### config.mk
export PLATFORM = sky130hd
export DESIGN_NAME = iy_addr_seq
export DESIGN_NICKNAME = d
export VERILOG_FILES = /design/src/rtl/iy_seq_pkg.sv /design/src/rtl/iy_seq_fsm.sv /design/src/rtl/iy_seq_ptr.sv /design/src/rtl/iy_seq_bus.sv /design/src/rtl/iy_addr_seq.sv
export SDC_FILE = /design/constraint.sdc
export NUM_CORES = 1
export LEC_CHECK = 0
export CORE_UTILIZATION = 45
export CTS_CLUSTER_DIAMETER = 60
export DETAILED_ROUTE_END_ITERATION = 8
export PLACE_DENSITY = 0.84
export SYNTH_ARGS = -nofsm -noshare
export SYNTH_HDL_FRONTEND = slang
export SYNTH_SLANG_ARGS = --single-unit
### constraint.sdc
create_clock -name clk_i -period 2.91 [get_ports clk_i]
set_clock_uncertainty 0.05 [all_clocks]
set_input_delay 0.4365 -clock clk_i [delete_from_list [all_inputs] [get_ports clk_i]]
set_output_delay 0.4365 -clock clk_i [all_outputs]
set_load 0.005 [all_outputs]
### src/rtl/iy_seq_pkg.sv
package iy_seq_pkg;
  localparam int unsigned IDX_W = 2;

  localparam logic [1:0] MODE_READ  = 2'b00;
  localparam logic [1:0] MODE_RMW   = 2'b01;
  localparam logic [1:0] MODE_STORE = 2'b10;

  typedef enum logic [2:0] {
    ST_IDLE,
    ST_PLO,
    ST_PHI,
    ST_FIX,
    ST_FIN
  } iy_state_e;
endpackage

### src/rtl/iy_seq_fsm.sv
module iy_seq_fsm
  import iy_seq_pkg::*;
(
  input  logic       clk_i,
  input  logic       rst_ni,
  input  logic       start_i,
  input  logic [1:0] mode_i,
  input  logic       carry_i,
  output iy_state_e  state_o,
  output logic [1:0] mode_q_o,
  output logic       accept_o,
  output logic       busy_o,
  output logic       done_o
);
  iy_state_e  state_q, state_d;
  logic [1:0] mode_q;
  logic       short_read;

  assign accept_o   = (state_q == ST_IDLE) && start_i;
  assign short_read = (mode_q == MODE_READ) && !carry_i;

  always_comb begin
    state_d = state_q;
    unique case (state_q)
      ST_IDLE: if (start_i) state_d = ST_PLO;
      ST_PLO:  state_d = ST_PHI;
      ST_PHI:  state_d = ST_FIX;
      ST_FIX:  state_d = short_read ? ST_IDLE : ST_FIN;
      ST_FIN:  state_d = ST_IDLE;
      default: state_d = ST_IDLE;
    endcase
  end

  always_ff @(posedge clk_i or negedge rst_ni) begin
    if (!rst_ni) begin
      state_q <= ST_IDLE;
      mode_q  <= MODE_READ;
    end else begin
      state_q <= state_d;
      if (accept_o) mode_q <= mode_i;
    end
  end

  assign state_o  = state_q;
  assign mode_q_o = mode_q;
  assign busy_o   = (state_q != ST_IDLE);
  assign done_o   = (state_q == ST_FIN) || ((state_q == ST_FIX) && short_read);

  a_r9_done_then_idle: assert property (@(posedge clk_i) disable iff (!rst_ni)
    done_o |=> !busy_o);
  a_r8_busy_holds: assert property (@(posedge clk_i) disable iff (!rst_ni)
    (busy_o && !done_o && start_i) |=> busy_o);
  a_r8_mode_frozen: assert property (@(posedge clk_i) disable iff (!rst_ni)
    (busy_o && !done_o) |=> $stable(mode_q));
endmodule

### src/rtl/iy_seq_ptr.sv
module iy_seq_ptr
  import iy_seq_pkg::*;
#(
  parameter int unsigned DATA_W = 8
) (
  input  logic              clk_i,
  input  logic              rst_ni,
  input  logic              accept_i,
  input  iy_state_e         state_i,
  input  logic [DATA_W-1:0] op_i,
  input  logic [DATA_W-1:0] y_i,
  input  logic [DATA_W-1:0] rdata_i,
  output logic [DATA_W-1:0] op_q_o,
  output logic [DATA_W-1:0] lo_q_o,
  output logic [DATA_W-1:0] hi_q_o,
  output logic              carry_q_o
);
  logic [DATA_W-1:0] op_q, y_q, lo_q, hi_q;
  logic              carry_q;
  logic [DATA_W:0]   lo_sum;

  assign lo_sum = {1'b0, rdata_i} + {1'b0, y_q};

  always_ff @(posedge clk_i or negedge rst_ni) begin
    if (!rst_ni) begin
      op_q    <= '0;
      y_q     <= '0;
      lo_q    <= '0;
      hi_q    <= '0;
      carry_q <= 1'b0;
    end else begin
      if (accept_i) begin
        op_q    <= op_i;
        y_q     <= y_i;
        carry_q <= 1'b0;
      end
      if (state_i == ST_PLO) begin
        lo_q    <= lo_sum[DATA_W-1:0];
        carry_q <= lo_sum[DATA_W];
      end
      if (state_i == ST_PHI) hi_q <= rdata_i;
      // high byte is corrected only after the dummy access
      if ((state_i == ST_FIX) && carry_q) hi_q <= hi_q + 1'b1;
    end
  end

  assign op_q_o    = op_q;
  assign lo_q_o    = lo_q;
  assign hi_q_o    = hi_q;
  assign carry_q_o = carry_q;

  a_r5_hi_bump: assert property (@(posedge clk_i) disable iff (!rst_ni)
    ((state_i == ST_FIX) && carry_q) |=> (hi_q == $past(hi_q) + 1'b1));
  a_r4_lo_steady: assert property (@(posedge clk_i) disable iff (!rst_ni)
    ((state_i == ST_FIX) || (state_i == ST_FIN)) |-> $stable(lo_q));
  a_r8_op_steady: assert property (@(posedge clk_i) disable iff (!rst_ni)
    ((state_i == ST_PHI) || (state_i == ST_FIX) || (state_i == ST_FIN)) |-> $stable(op_q));
endmodule

### src/rtl/iy_seq_bus.sv
module iy_seq_bus
  import iy_seq_pkg::*;
#(
  parameter int unsigned DATA_W = 8,
  localparam int unsigned ADDR_W = 2 * DATA_W
) (
  input  iy_state_e         state_i,
  input  logic [1:0]        mode_q_i,
  input  logic [DATA_W-1:0] op_q_i,
  input  logic [DATA_W-1:0] lo_q_i,
  input  logic [DATA_W-1:0] hi_q_i,
  output logic [ADDR_W-1:0] addr_o,
  output logic              rd_o,
  output logic              wr_o,
  output logic [IDX_W-1:0]  idx_o,
  output logic              pc_inc_o
);
  localparam logic [DATA_W-1:0] ZP_PAGE = '0;

  always_comb begin
    addr_o   = '0;
    rd_o     = 1'b0;
    wr_o     = 1'b0;
    idx_o    = '0;
    pc_inc_o = 1'b0;
    unique case (state_i)
      ST_PLO: begin
        addr_o   = {ZP_PAGE, op_q_i};
        rd_o     = 1'b1;
        pc_inc_o = 1'b1;
      end
      ST_PHI: begin
        addr_o = {ZP_PAGE, op_q_i + 1'b1};
        rd_o   = 1'b1;
        idx_o  = IDX_W'(1);
      end
      ST_FIX: begin
        addr_o = {hi_q_i, lo_q_i};
        rd_o   = 1'b1;
        idx_o  = IDX_W'(2);
      end
      ST_FIN: begin
        addr_o = {hi_q_i, lo_q_i};
        wr_o   = (mode_q_i == MODE_STORE);
        rd_o   = (mode_q_i != MODE_STORE);
        idx_o  = IDX_W'(3);
      end
      default: ;
    endcase
  end
endmodule

### src/rtl/iy_addr_seq.sv
module iy_addr_seq
  import iy_seq_pkg::*;
#(
  parameter int unsigned DATA_W = 8,
  localparam int unsigned ADDR_W = 2 * DATA_W
) (
  input  logic              clk_i,
  input  logic              rst_ni,
  input  logic              start_i,
  input  logic [1:0]        mode_i,
  input  logic [DATA_W-1:0] zp_op_i,
  input  logic [DATA_W-1:0] y_i,
  input  logic [DATA_W-1:0] bus_rdata_i,
  output logic [ADDR_W-1:0] bus_addr_o,
  output logic              bus_rd_o,
  output logic              bus_wr_o,
  output logic [IDX_W-1:0]  cyc_idx_o,
  output logic              pc_inc_o,
  output logic              busy_o,
  output logic              done_o,
  output logic [ADDR_W-1:0] ea_o
);
  iy_state_e         state;
  logic [1:0]        mode_q;
  logic              accept, carry_q;
  logic [DATA_W-1:0] op_q, lo_q, hi_q;

  iy_seq_fsm u_fsm (
    .clk_i    (clk_i),
    .rst_ni   (rst_ni),
    .start_i  (start_i),
    .mode_i   (mode_i),
    .carry_i  (carry_q),
    .state_o  (state),
    .mode_q_o (mode_q),
    .accept_o (accept),
    .busy_o   (busy_o),
    .done_o   (done_o)
  );

  iy_seq_ptr #(.DATA_W(DATA_W)) u_ptr (
    .clk_i     (clk_i),
    .rst_ni    (rst_ni),
    .accept_i  (accept),
    .state_i   (state),
    .op_i      (zp_op_i),
    .y_i       (y_i),
    .rdata_i   (bus_rdata_i),
    .op_q_o    (op_q),
    .lo_q_o    (lo_q),
    .hi_q_o    (hi_q),
    .carry_q_o (carry_q)
  );

  iy_seq_bus #(.DATA_W(DATA_W)) u_bus (
    .state_i  (state),
    .mode_q_i (mode_q),
    .op_q_i   (op_q),
    .lo_q_i   (lo_q),
    .hi_q_i   (hi_q),
    .addr_o   (bus_addr_o),
    .rd_o     (bus_rd_o),
    .wr_o     (bus_wr_o),
    .idx_o    (cyc_idx_o),
    .pc_inc_o (pc_inc_o)
  );

  assign ea_o = done_o ? {hi_q, lo_q} : '0;

  a_r9_one_strobe: assert property (@(posedge clk_i) disable iff (!rst_ni)
    busy_o |-> ($countones({bus_rd_o, bus_wr_o}) == 1));
  a_r9_idle_quiet: assert property (@(posedge clk_i) disable iff (!rst_ni)
    !busy_o |-> !(bus_rd_o || bus_wr_o || pc_inc_o || done_o));
  a_r5_ea_on_bus: assert property (@(posedge clk_i) disable iff (!rst_ni)
    done_o |-> (ea_o == bus_addr_o));
  a_r6_write_last: assert property (@(posedge clk_i) disable iff (!rst_ni)
    bus_wr_o |-> (done_o && (cyc_idx_o == IDX_W'(3))));
  a_r2_pc_first: assert property (@(posedge clk_i) disable iff (!rst_ni)
    pc_inc_o |-> (bus_rd_o && (cyc_idx_o == '0)));
  a_r4_dummy_same_addr: assert property (@(posedge clk_i) disable iff (!rst_ni)
    ((cyc_idx_o == IDX_W'(2)) && !done_o && !$past(carry_q)) |=> $stable(bus_addr_o));
endmodule

==> results.yml <==
outcome:
  status: "completed"
power:
  comb_power_share_pct: 59.2
  pwr-share-seq_pct: 31.0
  swShare_pct: 40.6
  total_leakage_power_nw: 1.37
  power_density_mw_per_mm2: 1070
  power_frac_clock_pct: 9.8
  ir_drop_mv: 0.437
  cell_internal_pwr_w: 0.00209
  report.power.total_w: 0.00352
  switchingPower_w: 0.00143
cells_and_area:
  fill_cells: 456
  seq_area_um2: 952
  drive_gt1_share_pct: 8.84
  layout_common_cells: "clkdlybuf4s50_1, dfrtp_1, nand2_1"
  fin_nets: 368
  multi_input_area_mm2: 0.00146
  finalNonFillerCells: 398
  area_growth_pct: 29.8
  fin_area_mm2: 0.00330
  n_antenna_cell: 0
  layout_commonest_cell: "clkdlybuf4s50_1"
sta:
  max_freq_mhz: 374
  setup_viol: 0
  maxSlewHeadroom_pct: 43.5
  grt_setup_unrepaired: "false"
  fin_ws_ns: 0.239
  worst_pin_slew_ns: 0.848
  report.final.slew_viol_count: 0
  fin_crit_ns: 2.67
  hold_violations: 0
  tns_ns: 0
  fin_crit_sh_pct: 91.8
clocking:
  clock_sinks: 38
  postCtsHoldBufs: 0
  cts_max_level: 2
  cts_tree: "yes"
  cts-root-buf: "clkbuf_8"
  clk_pin_slew_ns: 0.07
  cts_max_path_buffers: 2
  post-cts-setup-buffers: 0
  insertion_delay_ns: 0.30
  cts_inserted_buffers: 5
die:
  die_area_mm2: 0.00595
  die_height_um: 77.1
  rows: 26
  pin_count: 68
  die_x_um: 77.1
  start_util_pct: 48.2
  core_area_mm2: 0.00527
drt:
  wirelength_mm: 5.90
  first_pass_iters: 4
  drtIter0Drc: 140
  ant_nets: 0
  vias: 2187
  routedWlPerCell_um: 14.8
  drc_errors: 0
  via_per_inst: 5.49
grt:
  overflow: 0
  grt_max_degree: 39
  first_global_vias: 2111
  grt_use_total_pct: 20.8
  antenna_found_initial: 0
  grt_pass1_wl_mm: 9.82
worst_setup_path:
  cp-start-kind: "flip-flop"
  cp_cell_sequence: "and2_1, a31oi_4, nor2b_1, clkdlybuf4s50_1"
  critical_path.max_stage_delay_ns: 0.52
  cp_slowest_cell: "dfrtp_2"
  crit_family: "flip-flops"
  cp_max_fo: 17
  arrival_ns: 2.18
  required_ns: 2.42
  critPathBufInv: 1
  critical_path_class: "reg -> out"
  worstSetupEndpointType: "primary output"
placed_design:
  dpl.cell_count: 391
  dpl_cell_area_mm2: 0.00322
  port_buffers: 67
  gp_congestion: 0.833
  pre_cts_ws_ns: 0.457
  hpwl_mm: 4.45
synth:
  syn-num-nets: 302
  seq_area_frac_synth_pct: 37.4
  ys_ff_latch: 38
  synth_edf_count: 0
  syn_area_mm2: 0.00254
  synth_flop_cell: "dfrtp_1"
  synth.largest_area_cell: "dfrtp_1"
  synth_top_area_share_pct: 37.4
  synthCells: 262
  synthArstFlopShare_pct: 100
  syn_area_per_cell_um2: 9.69
  yosysUniqueCellTypes: 55
  yosys_warnings: 0
  synthTopCellsByArea: "dfrtp_1, mux2_1, nand2_1, ha_1, nor2b_1"
run:
  cap_violations: 0
worst_hold_path:
  hold_path.class: "in -> async"
-- final timing paths --
check | from | end | slack [ns] | cells past startpoint
max in group asynchronous | rst_ni | u_fsm.state_o[2] | 2.03 | 1
min in group clk_i | u_ptr.y_q[5] | u_ptr.y_q[5] | 0.44 | 1
max | u_fsm.state_o[2] | ea_o[7] | 0.24 | 4
max reg2reg | u_fsm.state_o[1] | u_ptr.y_q[2] | 0.90 | 4
min | rst_ni | u_ptr.hi_q_o[7] | 0.19 | 1
min reg2reg | u_ptr.y_q[5] | u_ptr.y_q[5] | 0.44 | 1
-- sequential cells by signal (all words and copies together), names as in the netlist --
register         cells
u_ptr.hi_q_o         8
u_ptr.lo_q_o         8
u_ptr.op_q_o         8
u_ptr.y_q            8
u_fsm.state_o        3
u_fsm.mode_q_o       2
u_ptr.carry_q_o      1
-- synth_stat cells (2+ instances only) --
master    instances
dfrtp_1          38
buf_4             3
nor2b_1          15
inv_1             6
a22oi_1           5
buf_2             2
o31ai_2           2
and2_1            9
and3_1            2
mux2_2            4
nand2_2           2
nand2b_1          6
mux2i_1           4
o221ai_1          4
xnor2_1           3
o21a_1            2
buf_6             6
o22ai_1           2
nand2_1          34
and2b_1           2
nor2_1           15
xor2_1            8
o211ai_1          2
nor3_1            4
o21ai_0          10
a21o_1            3
nand3_1           6
mux2_1           17
ha_1             10
a21oi_1           8
o21ai_1           4
-- what timing repair did --
action	4_1_cts	5_1_grt
gates resized for setup	0	1
setup endpoints to repair	0	11
hold endpoints to repair	0	0
-- final cells by class --
cell class                 count  share of cell area (%)
clock buffer                   7                    2.31
inverter                       7                   0.797
multi-input combinational    205                    44.3
sequential                    38                    28.9
tap                           70                    2.66
timing repair buffer          71                    21.1
-- cell families after synthesis --
kind of cell | Yosys count | synth area share, %
xor gates and xnor gates | 11 | 3.79
buffers and inverters | 19 | 5.12
DFF | 38 | 37.4
muxes | 25 | 10.9
AOI/OAI and AO/OA | 56 | 16.2
adders and majority gates | 11 | 5.71
and+or+nand+nor | 102 | 20.8
-- worst register-to-register path, stage by stage (launching register included) --
cell,delay [ns]
dfrtp_1,0.38
buf_4,0.21
or3_4,0.40
nor2_4,0.46
mux2_1,0.39
-- power by group through the flow --
| stage | logic [W] | clock network [W] | registers, W |
|---|---|---|---|
| after CTS | 0.00209 | 0.000352 | 0.00108 |
| after global placement | 0.00203 | 0 | 0.00108 |
| final | 0.00208 | 0.000346 | 0.00109 |
| after floorplan | 0.00141 | 0 | 0.000994 |
| after global routing | 0.00228 | 0.000379 | 0.00113 |
| after detailed placement | 0.00207 | 0 | 0.00109 |
-- routing by layer --
| layer | vias up | part of all wire (%) | GRT usage [%] |
|---|---|---|---|
| met5 | - | 0 | 0 |
| met4 | 0 | 1.2 | 7.36 |
| met3 | 7 | 5.7 | 4.52 |
| met2 | 85 | 50 | 35.1 |
| met1 | 1044 | 43 | 26.1 |
| li1 | 1051 | - | - |
-- metrics by stage --
stage	util (%)	hold WS [ns]
after floorplan	-	0.0909
after global placement	61.1	0.428
after detailed placement	61.1	0.433
after CTS	62.5	0.232
after global routing	62.6	0.278
final	62.6	0.195
No activity file was read; power rests on OpenSTA's default activity.
